[config.mk]
export PLATFORM = sky130hd
export DESIGN_NAME = flash_cmd_if
export DESIGN_NICKNAME = d
export VERILOG_FILES = /design/src/rtl/fci_pkg.sv /design/src/rtl/fci_busy.sv /design/src/rtl/fci_power.sv /design/src/rtl/fci_decode.sv /design/src/rtl/flash_cmd_if.sv
export SDC_FILE = /design/constraint.sdc
export NUM_CORES = 1
export LEC_CHECK = 0
export BUFFER_PORTS_ARGS = -buffer_cell sky130_fd_sc_hd__buf_2
export CAP_MARGIN = 25
export CORE_UTILIZATION = 50
export CTS_BUF_LIST = sky130_fd_sc_hd__clkbuf_8
export CTS_CLUSTER_DIAMETER = 100
export DETAILED_ROUTE_END_ITERATION = 10
export PLACE_DENSITY_LB_ADDON = 0.1
export SYNTH_ARGS = -nofsm -noshare
export SYNTH_HDL_FRONTEND = slang
export SYNTH_SLANG_ARGS = --single-unit
[constraint.sdc]
create_clock -name clk -period 2.2 [get_ports clk]
set_input_delay 0.33 -clock clk [delete_from_list [all_inputs] [get_ports clk]]
set_output_delay 0.33 -clock clk [all_outputs]
set_load 0.03 [all_outputs]
[src/rtl/fci_pkg.sv]
package fci_pkg;
  typedef enum logic [1:0] {M_ARRAY, M_STATUS, M_ESETUP, M_PSETUP} cmd_mode_t;
  typedef enum logic [1:0] {P_ACTIVE, P_ABORT, P_SLEEP} pwr_state_t;

  localparam logic [7:0] CMD_RD_ARRAY = 8'hFF;
  localparam logic [7:0] CMD_RD_STAT  = 8'h70;
  localparam logic [7:0] CMD_ERASE    = 8'h20;
  localparam logic [7:0] CMD_CONFIRM  = 8'hD0;
  localparam logic [7:0] CMD_PROG     = 8'h40;
  localparam logic [7:0] CMD_CLR      = 8'h50;

  // status layout: 7 ready, 5 sequence error, 3 voltage lockout, 1 protected
  function automatic logic [7:0] pack_status(logic rdy, logic seq_e, logic vpp_e, logic wp_e);
    return {rdy, 1'b0, seq_e, 1'b0, vpp_e, 1'b0, wp_e, 1'b0};
  endfunction

  function automatic int op_len(logic erase, int erase_cyc, int prog_cyc);
    return erase ? erase_cyc : prog_cyc;
  endfunction
endpackage

[src/rtl/fci_busy.sv]
module fci_busy import fci_pkg::*; #(
  parameter int ERASE_CYC = 12,
  parameter int PROG_CYC  = 5
) (
  input  logic clk,
  input  logic rst_n,
  input  logic start,
  input  logic is_erase,
  input  logic abort,
  output logic busy
);
  localparam int MAXC = (ERASE_CYC > PROG_CYC) ? ERASE_CYC : PROG_CYC;
  localparam int CW   = $clog2(MAXC + 2);

  logic [CW-1:0] cnt;

  always_ff @(posedge clk or negedge rst_n) begin
    if (!rst_n)          cnt <= '0;
    else if (abort)      cnt <= '0;
    else if (start)      cnt <= CW'(op_len(is_erase, ERASE_CYC, PROG_CYC));
    else if (cnt != '0)  cnt <= cnt - 1'b1;
  end

  assign busy = (cnt != '0);


  start_busy_chk: assert property (@(posedge clk) disable iff (!rst_n)
    start && !abort |=> busy);

  busy_cause_chk: assert property (@(posedge clk) disable iff (!rst_n)
    $rose(busy) |-> $past(start));

  abort_idle_chk: assert property (@(posedge clk) disable iff (!rst_n)
    abort |=> !busy);
endmodule

[src/rtl/fci_power.sv]
module fci_power import fci_pkg::*; #(
  parameter int RD_WAKE   = 4,
  parameter int WR_WAKE   = 2,
  parameter int ABORT_CYC = 3
) (
  input  logic       clk,
  input  logic       rst_n,
  input  logic       pin_n,
  input  logic       busy,
  output pwr_state_t pstate,
  output logic       abort_go,
  output logic       enter_rst,
  output logic       rd_open,
  output logic       wr_open
);
  localparam int RW = $clog2(RD_WAKE + 2);
  localparam int WW = $clog2(WR_WAKE + 2);
  localparam int AW = $clog2(ABORT_CYC + 2);

  logic [RW-1:0] rcnt;
  logic [WW-1:0] wcnt;
  logic [AW-1:0] acnt;

  assign enter_rst = (pstate == P_ACTIVE) && !pin_n;
  assign abort_go  = enter_rst && busy;
  assign rd_open   = (pstate == P_ACTIVE) && (rcnt == '0);
  assign wr_open   = (pstate == P_ACTIVE) && (wcnt == '0);

  always_ff @(posedge clk or negedge rst_n) begin
    if (!rst_n) begin
      pstate <= P_SLEEP;
      rcnt   <= '0;
      wcnt   <= '0;
      acnt   <= '0;
    end else begin
      case (pstate)
        P_ACTIVE: begin
          if (!pin_n) begin
            rcnt <= '0;
            wcnt <= '0;
            if (busy) begin
              pstate <= P_ABORT;
              acnt   <= AW'(ABORT_CYC - 1);
            end else begin
              pstate <= P_SLEEP;
            end
          end else begin
            if (rcnt != '0) rcnt <= rcnt - 1'b1;
            if (wcnt != '0) wcnt <= wcnt - 1'b1;
          end
        end
        P_ABORT: begin
          if (acnt == '0) pstate <= P_SLEEP;
          else            acnt   <= acnt - 1'b1;
        end
        default: begin
          if (pin_n) begin
            pstate <= P_ACTIVE;
            rcnt   <= RW'(RD_WAKE);
            wcnt   <= WW'(WR_WAKE);
          end
        end
      endcase
    end
  end


  abort_enter_chk: assert property (@(posedge clk) disable iff (!rst_n)
    (pstate == P_ACTIVE) && !pin_n && busy |=> pstate == P_ABORT);

  wake_rd_chk: assert property (@(posedge clk) disable iff (!rst_n)
    (pstate == P_SLEEP) && pin_n |=> (RD_WAKE == 0) || !rd_open);

  wake_wr_chk: assert property (@(posedge clk) disable iff (!rst_n)
    (pstate == P_SLEEP) && pin_n |=> (WR_WAKE == 0) || !wr_open);
endmodule

[src/rtl/fci_decode.sv]
module fci_decode import fci_pkg::*; (
  input  logic      clk,
  input  logic      rst_n,
  input  logic      wr_stb,
  input  logic [7:0] din,
  input  logic      supply_lock,
  input  logic      vpp_lock,
  input  logic      wp_n,
  input  logic      clr_all,
  output cmd_mode_t mode,
  output logic      seq_err,
  output logic      vpp_err,
  output logic      wp_err,
  output logic      go,
  output logic      go_erase,
  output logic      op_start,
  output logic      op_erase,
  output logic [7:0] op_data
);
  logic confirm_hit;

  assign confirm_hit = wr_stb && ((mode == M_PSETUP) ||
                                  ((mode == M_ESETUP) && (din == CMD_CONFIRM)));
  assign go       = confirm_hit && !vpp_lock && wp_n && !clr_all;
  assign go_erase = (mode == M_ESETUP);

  always_ff @(posedge clk or negedge rst_n) begin
    if (!rst_n) begin
      mode     <= M_ARRAY;
      seq_err  <= 1'b0;
      vpp_err  <= 1'b0;
      wp_err   <= 1'b0;
      op_start <= 1'b0;
      op_erase <= 1'b0;
      op_data  <= '0;
    end else if (clr_all) begin
      mode     <= M_ARRAY;
      seq_err  <= 1'b0;
      vpp_err  <= 1'b0;
      wp_err   <= 1'b0;
      op_start <= 1'b0;
    end else begin
      op_start <= go;
      if (go) begin
        op_erase <= go_erase;
        op_data  <= din;
      end
      if (supply_lock) begin
        mode <= M_ARRAY;
      end else if (wr_stb) begin
        case (mode)
          M_ESETUP, M_PSETUP: begin
            mode <= M_STATUS;
            if ((mode == M_ESETUP) && (din != CMD_CONFIRM)) seq_err <= 1'b1;
            else if (vpp_lock)                              vpp_err <= 1'b1;
            else if (!wp_n)                                 wp_err  <= 1'b1;
          end
          default: begin
            case (din)
              CMD_RD_ARRAY: mode <= M_ARRAY;
              CMD_RD_STAT:  mode <= M_STATUS;
              CMD_ERASE:    mode <= M_ESETUP;
              CMD_PROG:     mode <= M_PSETUP;
              CMD_CLR: begin
                seq_err <= 1'b0;
                vpp_err <= 1'b0;
                wp_err  <= 1'b0;
              end
              default: ;
            endcase
          end
        endcase
      end
    end
  end


  clr_state_chk: assert property (@(posedge clk) disable iff (!rst_n)
    clr_all |=> (mode == M_ARRAY) && !seq_err && !vpp_err && !wp_err);

  supply_array_chk: assert property (@(posedge clk) disable iff (!rst_n)
    supply_lock |=> mode == M_ARRAY);

  bad_confirm_chk: assert property (@(posedge clk) disable iff (!rst_n)
    wr_stb && !clr_all && !supply_lock && (mode == M_ESETUP) && (din != CMD_CONFIRM)
    |=> seq_err && (mode == M_STATUS));
endmodule

[src/rtl/flash_cmd_if.sv]
module flash_cmd_if import fci_pkg::*; #(
  parameter int ERASE_CYC = 12,
  parameter int PROG_CYC  = 5,
  parameter int ABORT_CYC = 3,
  parameter int RD_WAKE   = 4,
  parameter int WR_WAKE   = 2
) (
  input  logic       clk,
  input  logic       rst_n,
  input  logic       rst_pin_n,
  input  logic       ce_n,
  input  logic       we_n,
  input  logic       oe_n,
  input  logic [7:0] din,
  input  logic       supply_lock,
  input  logic       vpp_lock,
  input  logic       wp_n,
  input  logic [7:0] arr_rdata,
  output logic [7:0] dout,
  output logic       dout_ok,
  output logic       ready,
  output logic       deep_pd,
  output logic       op_start,
  output logic       op_erase,
  output logic [7:0] op_data
);
  logic       wr_act, wr_act_q, wr_edge, wr_stb;
  logic       busy, go, go_erase, abort_go, enter_rst, rd_open, wr_open;
  logic       seq_err, vpp_err, wp_err;
  cmd_mode_t  mode;
  pwr_state_t pstate;

  assign wr_act  = !ce_n && !we_n;
  assign wr_edge = wr_act && !wr_act_q;
  assign wr_stb  = wr_edge && rst_pin_n && wr_open && !busy && !supply_lock;

  always_ff @(posedge clk or negedge rst_n) begin
    if (!rst_n) wr_act_q <= 1'b0;
    else        wr_act_q <= wr_act;
  end

  fci_power #(.RD_WAKE(RD_WAKE), .WR_WAKE(WR_WAKE), .ABORT_CYC(ABORT_CYC)) u_power (
    .clk(clk), .rst_n(rst_n), .pin_n(rst_pin_n), .busy(busy), .pstate(pstate),
    .abort_go(abort_go), .enter_rst(enter_rst), .rd_open(rd_open), .wr_open(wr_open)
  );

  fci_decode u_decode (
    .clk(clk), .rst_n(rst_n), .wr_stb(wr_stb), .din(din), .supply_lock(supply_lock),
    .vpp_lock(vpp_lock), .wp_n(wp_n), .clr_all(enter_rst), .mode(mode),
    .seq_err(seq_err), .vpp_err(vpp_err), .wp_err(wp_err), .go(go), .go_erase(go_erase),
    .op_start(op_start), .op_erase(op_erase), .op_data(op_data)
  );

  fci_busy #(.ERASE_CYC(ERASE_CYC), .PROG_CYC(PROG_CYC)) u_busy (
    .clk(clk), .rst_n(rst_n), .start(go), .is_erase(go_erase), .abort(abort_go), .busy(busy)
  );

  assign ready   = !busy && (pstate != P_ABORT);
  assign deep_pd = (pstate == P_SLEEP);
  assign dout_ok = !ce_n && !oe_n && rd_open && rst_pin_n;
  assign dout    = !dout_ok ? 8'h00 :
                   ((mode == M_ARRAY) && !busy) ? arr_rdata :
                   pack_status(ready, seq_err, vpp_err, wp_err);


  start_strobe_chk: assert property (@(posedge clk) disable iff (!rst_n)
    op_start |-> $past(!ce_n && !we_n));

  start_unlocked_chk: assert property (@(posedge clk) disable iff (!rst_n)
    op_start |-> $past(!vpp_lock && wp_n));

  abort_ready_chk: assert property (@(posedge clk) disable iff (!rst_n)
    (pstate == P_ABORT) |-> !ready && !deep_pd);
endmodule

# == Word level (Yosys, flattened, before mapping) ==
# Index checks and enable logic that the tools add are counted.
# word_totals
word_cells,148
reg_bits,30
output_inout_bits,21
inputBits,25
# classes
n_addsub,4
reduce_logical,57
eq_ne,24
n_bitwise,2
n_mux,48
# ops
op,n
$eq A8 B7 Y1 const B,3
$mux W2,11
$logic_and A1 B1 Y1,21
$mux W1,20
$mux W3,6
$eq A8 B8 Y1 const B,2
$mux W4,4
$mux W8,2
$reduce_bool A3 Y1,5
$ne A3 B2 Y1 const B,4
$pmux W3 S2,2
$logic_not A1 Y1,9
$reduce_and A3 Y1,3
$eq A8 B6 Y1 const B,1
$ne A8 B8 Y1 const B,1
$pmux W2 S2,2
$pmux W2 S4,1
$reduce_and A4 Y1,2
$reduce_bool A2 Y1,4
$reduce_bool A7 Y1,1
$eq A2 B2 Y1 const B,3
$logic_not A2 Y1,3
$logic_not A3 Y1,2
$ne A2 B1 Y1 const B,3
other kinds (14),20

# == Longest topological paths before layout ==
# logic_depth
depth_word,13
depth_mapped,7

# == Modules after synthesis ==
# Synthesis repeated with hierarchy kept, for this count alone.
# hier_totals
cells_unflattened,180
hier_area_um2,1865.5
# by_module_without_submodules
module,area_each_um2,cells_each,instances
fci_decode,789.5,65,1
fci_power,633.1,66,1
fci_busy,239.0,24,1
flash_cmd_if,203.9,25,1

# == Worst setup path after synthesis ==
# No wires, ideal clock.
# synth_timing
path_kind,flip-flop to output port
start,register u_busy.cnt[0]
end,output port dout[1]
setup_slack_ns,-0.279
t_required_ns,1.870
stages_incl_launch_ff,8
arrival_time_ns,2.149
cell_sequence,dfrtp_1 inv_1 ha_1 or3b_2 clkbuf_1 nor3_1 nand2_1 a21oi_1
# synth_between
elab_chain_len,5
# synth_rtl
element,line,source
start: declaration,fci_busy.sv:15,logic [CW-1:0] cnt;
start signal: assignment,fci_busy.sv:20,"else if (start) cnt <= CW'(op_len(is_erase, ERASE_CYC, PROG_CYC));"
start signal: assignment,fci_busy.sv:21,else if (cnt != '0) cnt <= cnt - 1'b1;
$reduce_bool A4 Y1,fci_busy.sv:24,assign busy = (cnt != '0);
$logic_not A1 Y1,flash_cmd_if.sv:62,((mode == M_ARRAY) && !busy) ? arr_rdata :
$logic_and A1 B1 Y1,flash_cmd_if.sv:62,
$mux W8,flash_cmd_if.sv:62,
$mux W8,flash_cmd_if.sv:61,assign dout = !dout_ok ? 8'h00 :
end: declaration,flash_cmd_if.sv:19,"output logic [7:0] dout,"
# No other way between the ends.

# == Final worst setup path ==
# Ends and elaborated chain as after synthesis.

==> flow_summary.toml <==
[outcome]
status = "finished with violations"
violations = "setup timing"

[placement]
placedCellCount = 302
dpl.hpwl_um = 3310
port_buffers = 45
place_area_mm2 = 0.00232
gp_congestion = 0.821

[timing]
period_share_pct = 102
hold_viol_final = 0
tightest_slew_ns = 0.701
hold_ws_ns = 0.0926
rsz0062_at_grt = "yes"
layout_setup_ws_ns = -0.0348
setup_viol = 5
finalMaxSlewViolations = 0
relSlewSlack_pct = 53.3
min_period_ns = 2.23
skew_ns = 0.00571
max_freq_mhz = 447
fin_setup_tns_ns = -0.0899

[synth]
synth_flop_cell = "dfrtp_1"
synth_edf_count = 0
syn-instance-count = 202
synth_top_family_by_area = "simple AND/OR/NAND/NOR gates"
synth_area_mm2 = 0.00184
synth_seq_area_share_pct = 40.8
synth_compound_area_share_pct = 18.7
ys_seq_elements = 30
muxShareOfSynthArea_pct = 6.05
avgSynthCellArea_um2 = 9.12
synthXorXnorAreaFrac_pct = 1.43
synth.distinct_cells = 50
async_flop_share_pct = 100
synth_warnings = 0
synth-simple-area-share_pct = 22.6
synth_fp_nets = 234
synth_fa_ha_area_share_pct = 4.76

[worst_setup_path]
path_class = "reg -> out"
end_kind = "output pin"
start_kind = "flop"
critPathArrivalTime_ns = 1.90
reg2reg_slack_ns = 0.07
crit_fanout = 7
worstPathRequired_ns = 1.87

[detailed_routing]
wire_per_inst_um = 14.5
via_count = 1784
drt-pass1-iter-count = 4
detail-route-antenna-nets = 0
drt_iter0_markers = 60
topRoutingLayerUsed = "met4"
drt-vias-per-instance = 5.65
wl_met3_um = 190
met1Wirelength_um = 2210
routed_wl_um = 4580
drc = 0
wl_met2_um = 2120

[floorplanning]
dieArea_mm2 = 0.00393
die_h_um = 62.7
die_w_um = 62.7
pin_count = 46
coreArea_mm2 = 0.00344
placementRows = 21
initial_utilization_pct = 53.5

[grt]
grt_usage_pct = 25.6
grt_max_degree = 31
grt_overflow = 0
antenna_found_initial = 0
grt_pass1_vias = 1679
grt_pass1_wl_um = 7760

[cells_and_area]
stdcell_count = 316
diodes = 0
drive_gt1_share_pct = 41.1
area_delta_synth_final_pct = 38.0
nets = 302
final_cell_area_mm2 = 0.00254
n_fill_cell = 261

[pwr]
irDropWorstVdd_mv = 0.777
p_sw_mw = 1.01
p_leak_nw = 1.23
p_comb_share_pct = 53.1
p_int_mw = 1.51
power_mw = 2.52
p_per_area_mw_per_mm2 = 993
clkPwrFrac_pct = 16.3
seq_power_share_pct = 30.6
p_sw_share_pct = 40.2

[cts]
cts-root-buf = "clkbuf_8"
cts_tree = "yes"
clk-insertion-delay-late_ns = 0.28
cts_made_buffers = 5
clock-sinks = 30
htree_levels = 2
cts_buffer_depth = 2
clkTransAtPathRegs_ns = 0.06

[worst_hold_path]
hold_path_class = "in -> async"

[job]
drv_cap = 0
## area by class of cell
| type | instances | area, um2 | area share [%] |
|---|---|---|---|
| multi-input cells | 144 | 1100 | 43.4 |
| flip-flops and latches | 30 | 752 | 29.6 |
| repair buffers | 71 | 483 | 19.0 |
| clock inverters | 2 | 10.0 | 0.394 |
| clock buffers | 5 | 68.8 | 2.71 |
| inverters | 18 | 67.6 | 2.66 |
| well taps | 46 | 57.6 | 2.26 |
## final timing paths
check | startpoint | endpoint | depth (start not counted)
max in group asynchronous | rst_n | u_power.acnt[2]$_DFFE_PN0P_ | 1
setup reg to reg | u_power.wcnt[0]$_DFFE_PN0P_ | u_decode.op_data[7]$_DFFE_PN0P_ | 7
hold reg to reg | u_decode.op_data[6]$_DFFE_PN0P_ | u_decode.op_data[6]$_DFFE_PN0P_ | 1
min in group clk | we_n | wr_act_q$_DFF_PN0_ | 2
hold / removal | rst_n | u_decode.vpp_err$_DFFE_PN0P_ | 1
setup / recovery | u_busy.cnt[0]$_DFFE_PN0P_ | dout[1] | 8
## worst max-delay path: stages (launching register included)
cell and delay, ns:
dfrtp_1 0.39, inv_2 0.08, ha_4 0.15, or3b_4 0.39
nor3_4 0.12, buf_6 0.14, nand2_1 0.07, a21oi_2 0.13
buf_6 0.14
## cells by family after synthesis
kind of cell / Yosys count
AND/OR/NAND/NOR: 73
AO/OA/AOI/OAI: 51
flip-flops: 30
buffers and inverters: 28
multiplexers: 10
adder cells (fa/ha/maj): 7
XOR/XNOR: 3
## synthesized netlist by cell type, types with 2 or more instances
cell type | number | area [um2]
xor2_1 | 2 | 17.5
o21ai_0 | 10 | 50.1
nand2_1 | 14 | 52.6
or2_2 | 2 | 12.5
dfrtp_1 | 29 | 726
nor4b_1 | 2 | 17.5
nor3_1 | 12 | 60.1
a21o_1 | 2 | 15.0
nand4_1 | 4 | 25.0
and3_1 | 4 | 25.0
ha_1 | 7 | 87.6
mux2_1 | 3 | 33.8
a21oi_1 | 16 | 80.1
a32o_1 | 2 | 20.0
nor3b_1 | 2 | 15.0
nor2b_1 | 3 | 18.8
a22oi_1 | 2 | 15.0
or4_1 | 3 | 22.5
mux2_2 | 6 | 67.6
or3_1 | 3 | 18.8
inv_1 | 18 | 67.6
a2bb2oi_1 | 2 | 17.5
o221ai_1 | 3 | 26.3
nor4_1 | 2 | 12.5
nor2_1 | 11 | 41.3
or3b_2 | 2 | 17.5
clkbuf_1 | 10 | 37.5
nand2b_1 | 4 | 25.0
## layer usage
metal / up-vias / GRT usage, %
met5: - / 0
li1: 870 / -
met2: 47 / 41.4
met3: 6 / 5.84
met4: 0 / 6.98
met1: 861 / 34.4
## through the flow
stage | setup WS (ns) | util, %
5_1_grt | -0.149 | 73.8
2_1_floorplan | -0.0361 | -
3_3_place_gp | -0.0112 | 67.4
3_5_place_dp | -0.0306 | 67.4
4_1_cts | -0.0237 | 72.2
6_report | -0.0348 | 73.8
## registers in the layout, summed over array words and instances, names as in the netlist
name,flops
u_decode.seq_err,1
u_decode.op_erase,1
u_power.pstate,2
u_power.wcnt,2
u_decode.wp_err,1
u_busy.cnt,4
u_decode.op_data,8
u_decode.op_start,1
u_power.rcnt,3
u_decode.mode,2
wr_act_q,1
u_power.acnt,3
u_decode.vpp_err,1
## repair_timing
item / 4_1_cts / 5_1_grt
hold endpoints to repair: 0 / 0
setup endpoints to repair: 10 / 9
pin swaps: 0 / 1
hold buffers: 0 / 0
resized for setup: 16 / 12
setup buffers: 5 / 2
## power groups by stage
stage,Combinational (mW),Sequential (mW),Clock [mW]
finish,1.34,0.771,0.412
global placement,1.14,0.779,0
CTS,1.28,0.766,0.422
global route,1.50,0.787,0.444
detailed placement,1.17,0.788,0
floorplan,0.857,0.760,0
## layout by cell type (no fill, tap or decap), drive strengths merged, types with 4 or more instances in the layout
cell    netlist  layout
a21oi        16      16
and3          4       4
buf           0      71
clkbuf       10       5
dfrtp        29      29
ha            7       7
inv          18      18
mux2          9       9
nand2        14      14
nand2b        4       4
nand4         4       4
nor2         11      11
nor3         12      12
o21ai        10      10
(Power assumes the default switching activity.)
